## src/rtl/rxd_pkg.sv

```systemverilog
package rxd_pkg;
  localparam int SZ_W  = 8;
  localparam int LEN_W = 12;

  typedef struct packed {
    logic             done;
    logic             err;
    logic [LEN_W-1:0] len;
    logic [SZ_W-1:0]  size_b;
    logic [SZ_W-1:0]  size_a;
  } desc_t;

  localparam int DESC_W = $bits(desc_t);

  function automatic logic [SZ_W:0] desc_cap(desc_t d);
    return {1'b0, d.size_a} + {1'b0, d.size_b};
  endfunction
endpackage

```

## src/rtl/rxd_desc_ram.sv

```systemverilog
module rxd_desc_ram
  import rxd_pkg::*;
#(
  parameter int DEPTH = 8,
  parameter int IDX_W = $clog2(DEPTH)
) (
  input  logic             clk,
  input  logic             rst_n,
  input  logic             ld_en,
  input  logic [IDX_W-1:0] ld_idx,
  input  desc_t            ld_word,
  input  logic             wb_en,
  input  logic [IDX_W-1:0] wb_idx,
  input  logic             wb_err,
  input  logic [LEN_W-1:0] wb_len,
  input  logic             wb_sz_en,
  input  logic [SZ_W-1:0]  wb_sz,
  input  logic [IDX_W-1:0] rd_a_idx,
  output desc_t            rd_a,
  input  logic [IDX_W-1:0] rd_b_idx,
  output desc_t            rd_b
);
  desc_t view [DEPTH];

  for (genvar i = 0; i < DEPTH; i++) begin : g_ent
    desc_t ent;
    always_ff @(posedge clk or negedge rst_n) begin
      if (!rst_n) begin
        ent <= '0;
      end else if (ld_en && ld_idx == IDX_W'(i)) begin
        ent <= ld_word;
      end else if (wb_en && wb_idx == IDX_W'(i)) begin
        ent.done <= 1'b1;
        ent.err  <= wb_err;
        ent.len  <= wb_len;
        if (wb_sz_en) ent.size_a <= wb_sz;
      end
    end
    assign view[i] = ent;
  end

  assign rd_a = view[rd_a_idx];
  assign rd_b = view[rd_b_idx];
endmodule

```

## src/rtl/rxd_ring_ctl.sv

```systemverilog
module rxd_ring_ctl #(
  parameter int DEPTH = 8,
  parameter int IDX_W = $clog2(DEPTH),
  parameter int CNT_W = $clog2(DEPTH + 1)
) (
  input  logic             clk,
  input  logic             rst_n,
  input  logic             restart,
  input  logic             claim,
  input  logic             add_en,
  input  logic [CNT_W-1:0] add_num,
  output logic [IDX_W-1:0] head,
  output logic [CNT_W-1:0] cnt
);
  localparam logic [IDX_W-1:0] LAST = IDX_W'(DEPTH - 1);

  always_ff @(posedge clk or negedge rst_n) begin
    if (!rst_n) begin
      head <= '0;
    end else if (restart) begin
      head <= '0;
    end else if (claim) begin
      head <= (head == LAST) ? '0 : head + IDX_W'(1);
    end
  end

  always_ff @(posedge clk or negedge rst_n) begin
    if (!rst_n) cnt <= '0;
    else        cnt <= cnt + (add_en ? add_num : '0) - CNT_W'(claim);
  end
endmodule

```

## src/rtl/rxd_pkt_track.sv

```systemverilog
module rxd_pkt_track
  import rxd_pkg::*;
#(
  parameter int IDX_W = 3
) (
  input  logic             clk,
  input  logic             rst_n,
  input  logic             run,
  input  logic             restart,
  input  logic             beat,
  input  logic             sop,
  input  logic             eop,
  input  logic             xtra_en,
  input  logic             cnt_zero,
  input  logic [IDX_W-1:0] head,
  input  logic [SZ_W:0]    cap_cur,
  output logic             ready,
  output logic             claim,
  output logic [IDX_W-1:0] cur,
  output logic             open,
  output logic             wb_en,
  output logic [IDX_W-1:0] wb_idx,
  output logic             wb_err,
  output logic [LEN_W-1:0] wb_len,
  output logic             wb_sz_en,
  output logic [SZ_W-1:0]  wb_sz,
  output logic             wb_pulse_q,
  output logic [IDX_W-1:0] wb_idx_q
);
  logic [IDX_W-1:0] sop_idx, cur_n, sop_n;
  logic [SZ_W:0]    pos, pos_n;
  logic [LEN_W-1:0] len, len_n;
  logic [SZ_W-1:0]  nd, nd_n;
  logic             trunc, trunc_n, open_n, close;

  assign ready = run && (open || !cnt_zero);

  always_comb begin
    claim   = 1'b0;
    close   = 1'b0;
    open_n  = open;
    cur_n   = cur;
    sop_n   = sop_idx;
    pos_n   = pos;
    len_n   = len;
    nd_n    = nd;
    trunc_n = trunc;
    if (beat) begin
      if (!open) begin
        if (sop) begin
          claim   = 1'b1;
          cur_n   = head;
          sop_n   = head;
          pos_n   = (SZ_W+1)'(1);
          len_n   = LEN_W'(1);
          nd_n    = SZ_W'(1);
          trunc_n = 1'b0;
          open_n  = 1'b1;
          close   = eop;
        end
      end else begin
        if (trunc) begin
          trunc_n = 1'b1;
        end else if (pos < cap_cur) begin
          pos_n = pos + (SZ_W+1)'(1);
          len_n = len + LEN_W'(1);
        end else if (!cnt_zero) begin
          claim = 1'b1;
          cur_n = head;
          pos_n = (SZ_W+1)'(1);
          len_n = len + LEN_W'(1);
          nd_n  = nd + SZ_W'(1);
        end else begin
          trunc_n = 1'b1;
        end
        close = eop;
      end
      if (close) open_n = 1'b0;
    end
  end

  assign wb_en    = close;
  assign wb_idx   = sop_n;
  assign wb_err   = trunc_n;
  assign wb_len   = len_n;
  assign wb_sz_en = xtra_en;
  assign wb_sz    = nd_n;

  always_ff @(posedge clk or negedge rst_n) begin
    if (!rst_n) begin
      open    <= 1'b0;
      trunc   <= 1'b0;
      cur     <= '0;
      sop_idx <= '0;
      pos     <= '0;
      len     <= '0;
      nd      <= '0;
    end else if (restart) begin
      open  <= 1'b0;
      trunc <= 1'b0;
    end else begin
      open    <= open_n;
      trunc   <= trunc_n;
      cur     <= cur_n;
      sop_idx <= sop_n;
      pos     <= pos_n;
      len     <= len_n;
      nd      <= nd_n;
    end
  end

  always_ff @(posedge clk or negedge rst_n) begin
    if (!rst_n) begin
      wb_pulse_q <= 1'b0;
      wb_idx_q   <= '0;
    end else begin
      wb_pulse_q <= close;
      if (close) wb_idx_q <= sop_n;
    end
  end
endmodule

```

## src/rtl/rxdesc_status_writer.sv

```systemverilog
module rxdesc_status_writer
  import rxd_pkg::*;
#(
  parameter  int DEPTH = 8,
  localparam int IDX_W = $clog2(DEPTH),
  localparam int CNT_W = $clog2(DEPTH + 1)
) (
  input  logic              clk,
  input  logic              rst_n,
  input  logic              ch_en,
  input  logic              xtra_en,
  input  logic              in_valid,
  output logic              in_ready,
  input  logic              in_sop,
  input  logic              in_eop,
  input  logic              ld_en,
  input  logic [IDX_W-1:0]  ld_idx,
  input  logic [DESC_W-1:0] ld_word,
  input  logic [IDX_W-1:0]  rd_idx,
  output logic [DESC_W-1:0] rd_word,
  input  logic              cnt_add,
  input  logic [CNT_W-1:0]  cnt_add_num,
  output logic [CNT_W-1:0]  cnt_level,
  output logic              wb_valid,
  output logic [IDX_W-1:0]  wb_idx
);
  logic             ch_en_q, run, restart, beat, claim, pkt_open;
  logic [IDX_W-1:0] head_idx, cur_idx, wr_idx;
  logic             wr_en, wr_err, wr_sz_en;
  logic [LEN_W-1:0] wr_len;
  logic [SZ_W-1:0]  wr_sz;
  desc_t            sw_view, eng_view;

  always_ff @(posedge clk or negedge rst_n) begin
    if (!rst_n) ch_en_q <= 1'b0;
    else        ch_en_q <= ch_en;
  end

  assign run     = ch_en && ch_en_q;
  assign restart = ch_en && !ch_en_q;
  assign beat    = in_valid && in_ready;

  rxd_desc_ram #(.DEPTH(DEPTH), .IDX_W(IDX_W)) u_ram (
    .clk      (clk),
    .rst_n    (rst_n),
    .ld_en    (ld_en),
    .ld_idx   (ld_idx),
    .ld_word  (desc_t'(ld_word)),
    .wb_en    (wr_en),
    .wb_idx   (wr_idx),
    .wb_err   (wr_err),
    .wb_len   (wr_len),
    .wb_sz_en (wr_sz_en),
    .wb_sz    (wr_sz),
    .rd_a_idx (rd_idx),
    .rd_a     (sw_view),
    .rd_b_idx (cur_idx),
    .rd_b     (eng_view)
  );

  rxd_ring_ctl #(.DEPTH(DEPTH), .IDX_W(IDX_W), .CNT_W(CNT_W)) u_ring (
    .clk     (clk),
    .rst_n   (rst_n),
    .restart (restart),
    .claim   (claim),
    .add_en  (cnt_add),
    .add_num (cnt_add_num),
    .head    (head_idx),
    .cnt     (cnt_level)
  );

  rxd_pkt_track #(.IDX_W(IDX_W)) u_track (
    .clk        (clk),
    .rst_n      (rst_n),
    .run        (run),
    .restart    (restart),
    .beat       (beat),
    .sop        (in_sop),
    .eop        (in_eop),
    .xtra_en    (xtra_en),
    .cnt_zero   (cnt_level == '0),
    .head       (head_idx),
    .cap_cur    (desc_cap(eng_view)),
    .ready      (in_ready),
    .claim      (claim),
    .cur        (cur_idx),
    .open       (pkt_open),
    .wb_en      (wr_en),
    .wb_idx     (wr_idx),
    .wb_err     (wr_err),
    .wb_len     (wr_len),
    .wb_sz_en   (wr_sz_en),
    .wb_sz      (wr_sz),
    .wb_pulse_q (wb_valid),
    .wb_idx_q   (wb_idx)
  );

  assign rd_word = sw_view;
endmodule

```

## config.mk

```make
export PLATFORM = sky130hd
export DESIGN_NAME = rxdesc_status_writer
export DESIGN_NICKNAME = d
export VERILOG_FILES = /design/src/rtl/rxd_pkg.sv /design/src/rtl/rxd_desc_ram.sv /design/src/rtl/rxd_ring_ctl.sv /design/src/rtl/rxd_pkt_track.sv /design/src/rtl/rxdesc_status_writer.sv
export SDC_FILE = /design/constraint.sdc
export NUM_CORES = 1
export LEC_CHECK = 0
export BUFFER_PORTS_ARGS = -buffer_cell sky130_fd_sc_hd__buf_2
export CAP_MARGIN = 20
export CORE_MARGIN = 8
export CORE_UTILIZATION = 56
export DETAILED_ROUTE_END_ITERATION = 8
export GPL_TIMING_DRIVEN = 0
export PLACE_DENSITY = 0.77
export SYNTH_ARGS = -nofsm -noshare
export SYNTH_HDL_FRONTEND = slang
export SYNTH_SLANG_ARGS = --single-unit
```

## constraint.sdc

```tcl
create_clock -name clk -period 5.7 [get_ports clk]
set_input_delay 0.57 -clock clk [delete_from_list [all_inputs] [get_ports clk]]
set_output_delay 0.57 -clock clk [all_outputs]
set_load 0.05 [all_outputs]
```

==> metrics.md <==
| Metric | Value |
|---|---|
| Run status | completed |
| WL met3 | between 8 and 9 mm |
| WP data arrival | just under 6 ns |
| Die width | about 190 um |
| Row count | between 60 and 70 |
| Number of port buffers | 52 |
| Hold Slack | approximately 0.014 ns |
| M1 wire length | 21.5 mm |
| Fin. max-slew vios | 0 |
| Primary FF master, synth | dfrtp_1 |
| Root Buffer | clkbuf_16 |
| Worst-case clock buffer depth | 3 |
| GRT overflow | 0 |
| Relative slew slack | 20.4% |
| Largest net degree at the start of global routing | 84 |
| Post-synth ARST share | 100% |
| Synth-to-layout area growth | 13.8% |
| H-tree Lvls | 2 |
| Worst setup EP type | flop |
| Tmin final | around 5.5 ns |
| Vias in the first global route | 15600 |
| Crit path required time | just over 6 ns |
| Layout cells sized above 1 | 19.8% |
| Reg clk slew, reported paths | 0.06 ns |
| Max IR drop VDD | 265 uV |
| CP Max Fanout | 10 |
| CTS Buf Count | 34 |
| RSZ-0062 raised after global routing | false |
| Fmax | between 150 and 200 MHz |
| CP Cell Sequence | buf_2, mux2i_1, inv_1, ha_1, a21o_1, a21oi_2, nor2b_1, o21a_1, o41ai_4, xor2_1, ha_1, o21ai_0, o21bai_2, a211oi_1, clkbuf_4, buf_4, o21ai_0, mux2_2, o21ai_0 |
| DP Cell Count | approximately 2200 |
| Final hold violations | 0 |
| Setup crit start kind | flop |
| Tcrit/Tclk final | a little over nine tenths |
| Initial antenna violation count | 4 |
| Max-Cap Viols | 0 |
| Crit-path slowest cell | dfrtp_1 |
| WL final | a little over 60 mm |
| Final-stage net count | roughly 1900 |
| Synthesis Warnings | 0 |
| Via/cell ratio | ~7 |
| Final Util | between 60% and 70% |
| Clock sink total | about 290 |
| Finished Layout Cells | approximately 2300 |
| Setup CP Type | flop to flop |
| GRT Util Overall | between 30 and 40% |
| Drt wl/cell | approximately 27 um |
| 1st-pass router iterations | 6 |
| Gpl congestion | between 0.9 and 1 |
| Worst Skew | ~0.014 ns |
| Synth Cell Area | roughly 17000 um^2 |
| Ports | 88 |
| CP peak stage delay | between 0.7 and 0.8 ns |
| Synthesized Nets | 1826 |
| Top layer in use | met5 |
| Initial drt markers | approximately 2300 |
| Ratio of total power to cell area | about 380 nW/um^2 |
| Most frequent cells in the layout | nand2_1 (323), dfrtp_1 (287), nor2_1 (121) |
| HP Class | primary input to asynchronous set/reset pin |
| Flops & latches, synth | 289 |
| CP most frequent cell | o21ai_0 |
| DP HPWL | ~42 mm |
| CTS Hold Buffers Added | 0 |
| Vias | around 16000 |
| First-pass GRT wire length | roughly 92 mm |
| Post-synthesis cell type count | ~70 |
| Die area | ~36000 um^2 |
| Die height | about 190 um |
| CTS tree | yes |
| Lkg Pwr | just over 8 nW |
| Syn Area/Cell | around 9.6 um^2 |
| WP buf/inv | 4 |
| Worst-skew pair later-pin latency | roughly 0.52 ns |
| Final Setup Violations | 0 |
| Residual DRC | 0 |
| Seq/Total Area, Yosys | a little over two fifths |
| Cells after synthesis | ~1700 |
| Delay-heaviest family, CP | compound AO/OA/AOI/OAI gates |
| Tot Pwr | 0.00720 W |
| Core area | roughly 30000 um^2 |
| Post-route ant nets | 0 |
| Met2 wire len | ~27 mm |
| Commonest non-fill, non-tap cell in the layout | nand2_1 |
| EDFF count, synth | 0 |
| Starting Density | approximately 57% |
| Worst-Margin Slew | around 1.2 ns |
[stage by stage]
stage          instance area [um^2]  TNS, ns  setup WS (ns)
3_5_place_dp                  17700  -153.59          -1.42
2_1_floorplan                 16800        0         0.0601
6_report                      19100        0          0.195
5_1_grt                       19100        0        0.00213
4_1_cts                       19000        0         0.0339
3_3_place_gp                  17600  -560.66          -1.44
[what timing repair did]
action	in CTS	in global routing
endpoints found under the setup margin	208	124
gates resized for setup	33	19
setup buffers	5	7
pin swaps	4	2
[worst reg2reg max path: cells and delay by family, from the launching register on]
family | cells | cell delay, ns
flops | 1 | 0.73
simple gates | 1 | 0.06
compound gates | 9 | 1.91
xor+xnor | 1 | 0.19
buf+inv | 4 | 1.17
mux | 2 | 0.82
fa+ha+maj | 2 | 0.54
[path summary, 6_finish.rpt]
path,from,endpoint,slack (ns),cells past startpoint
max,u_track.cur[2],u_ram.g_ent[0].ent[19],0.20,19
min,rst_n,u_track.pos[4],0.01,1
max reg2reg,u_track.cur[2],u_ram.g_ent[0].ent[19],0.20,19
min reg2reg,u_ram.g_ent[7].ent[12],u_ram.g_ent[7].ent[12],0.50,2
max in group asynchronous,rst_n,u_ram.g_ent[7].ent[29],4.50,3
min in group clk,in_eop,u_track.open,0.23,2
[cell usage after synthesis (all sizes together) (4+ instances only)]
| library cell | n | area (um^2) |
|---|---|---|
| mux4 | 92 | 2070 |
| o31a | 8 | 70.1 |
| a2bb2oi | 6 | 52.6 |
| o31ai | 4 | 30.0 |
| ha | 27 | 338 |
| xor2 | 5 | 43.8 |
| xnor2 | 6 | 52.6 |
| clkbuf | 108 | 434 |
| mux2i | 8 | 80.1 |
| nand3 | 75 | 385 |
| a211oi | 22 | 175 |
| nand2b | 8 | 50.1 |
| nor4 | 9 | 77.6 |
| and2 | 4 | 25.0 |
| o21ai | 133 | 669 |
| mux2 | 59 | 664 |
| a21oi | 122 | 622 |
| o211ai | 54 | 405 |
| o2111ai | 8 | 70.1 |
| inv | 31 | 116 |
| a21o | 5 | 37.5 |
| nand2 | 324 | 1220 |
| dfrtp | 289 | 7230 |
| or2 | 16 | 100 |
| nand4 | 8 | 65.1 |
| nor3 | 47 | 240 |
| or3 | 4 | 25.0 |
| and3 | 59 | 369 |
| nor2 | 124 | 468 |
| or4 | 8 | 67.6 |
| buf | 38 | 169 |
| nor2b | 5 | 31.3 |
[area by class of cell]
| cell class | count | area, um^2 |
|---|---|---|
| Multi-Input combinational cell | 1282 | 9000 |
| Tap cell | 390 | 488 |
| Clock buffer | 51 | 1040 |
| Fill cell | 2397 | 10500 |
| Buffer | 142 | 636 |
| Inverter | 31 | 116 |
| Antenna cell | 3 | 7.51 |
| Timing Repair Buffer | 71 | 538 |
| Sequential cell | 289 | 7230 |
| Clock inverter | 9 | 76.3 |
[registers in the layout (all words and copies together), names as in the netlist, 3 cells and up]
register and cells:
u_track.nd 8, u_ring.head 3, u_track.wb_idx_q 3, u_ram.g_ent.ent 240, u_track.len 12, u_ring.cnt 4, u_track.pos 9, u_track.sop_idx 3
u_track.cur 3
[power by group]
part	internal [W]	switching [W]
Combinational	0.000944	0.00128
Clock	0.00130	0.000903
Sequential	0.00245	0.000317
[logic make-up after synthesis]
kind of cell / synth area share (%)
AO/OA/AOI/OAI: 14.2
XOR/XNOR: 0.573
adder cells (fa/ha/maj): 2.25
buffers and inverters: 4.28
flip-flops: 43.0
multiplexers: 16.7
AND/OR/NAND/NOR: 18.9
[routing by layer]
layer  up-vias  track usage, %
met5         -               0
met4         4            24.3
met3       320            10.1
met2      1280            50.1
met1      7665            41.8
li1       6532               -
Note: power is estimated with default switching activity, not from simulation.
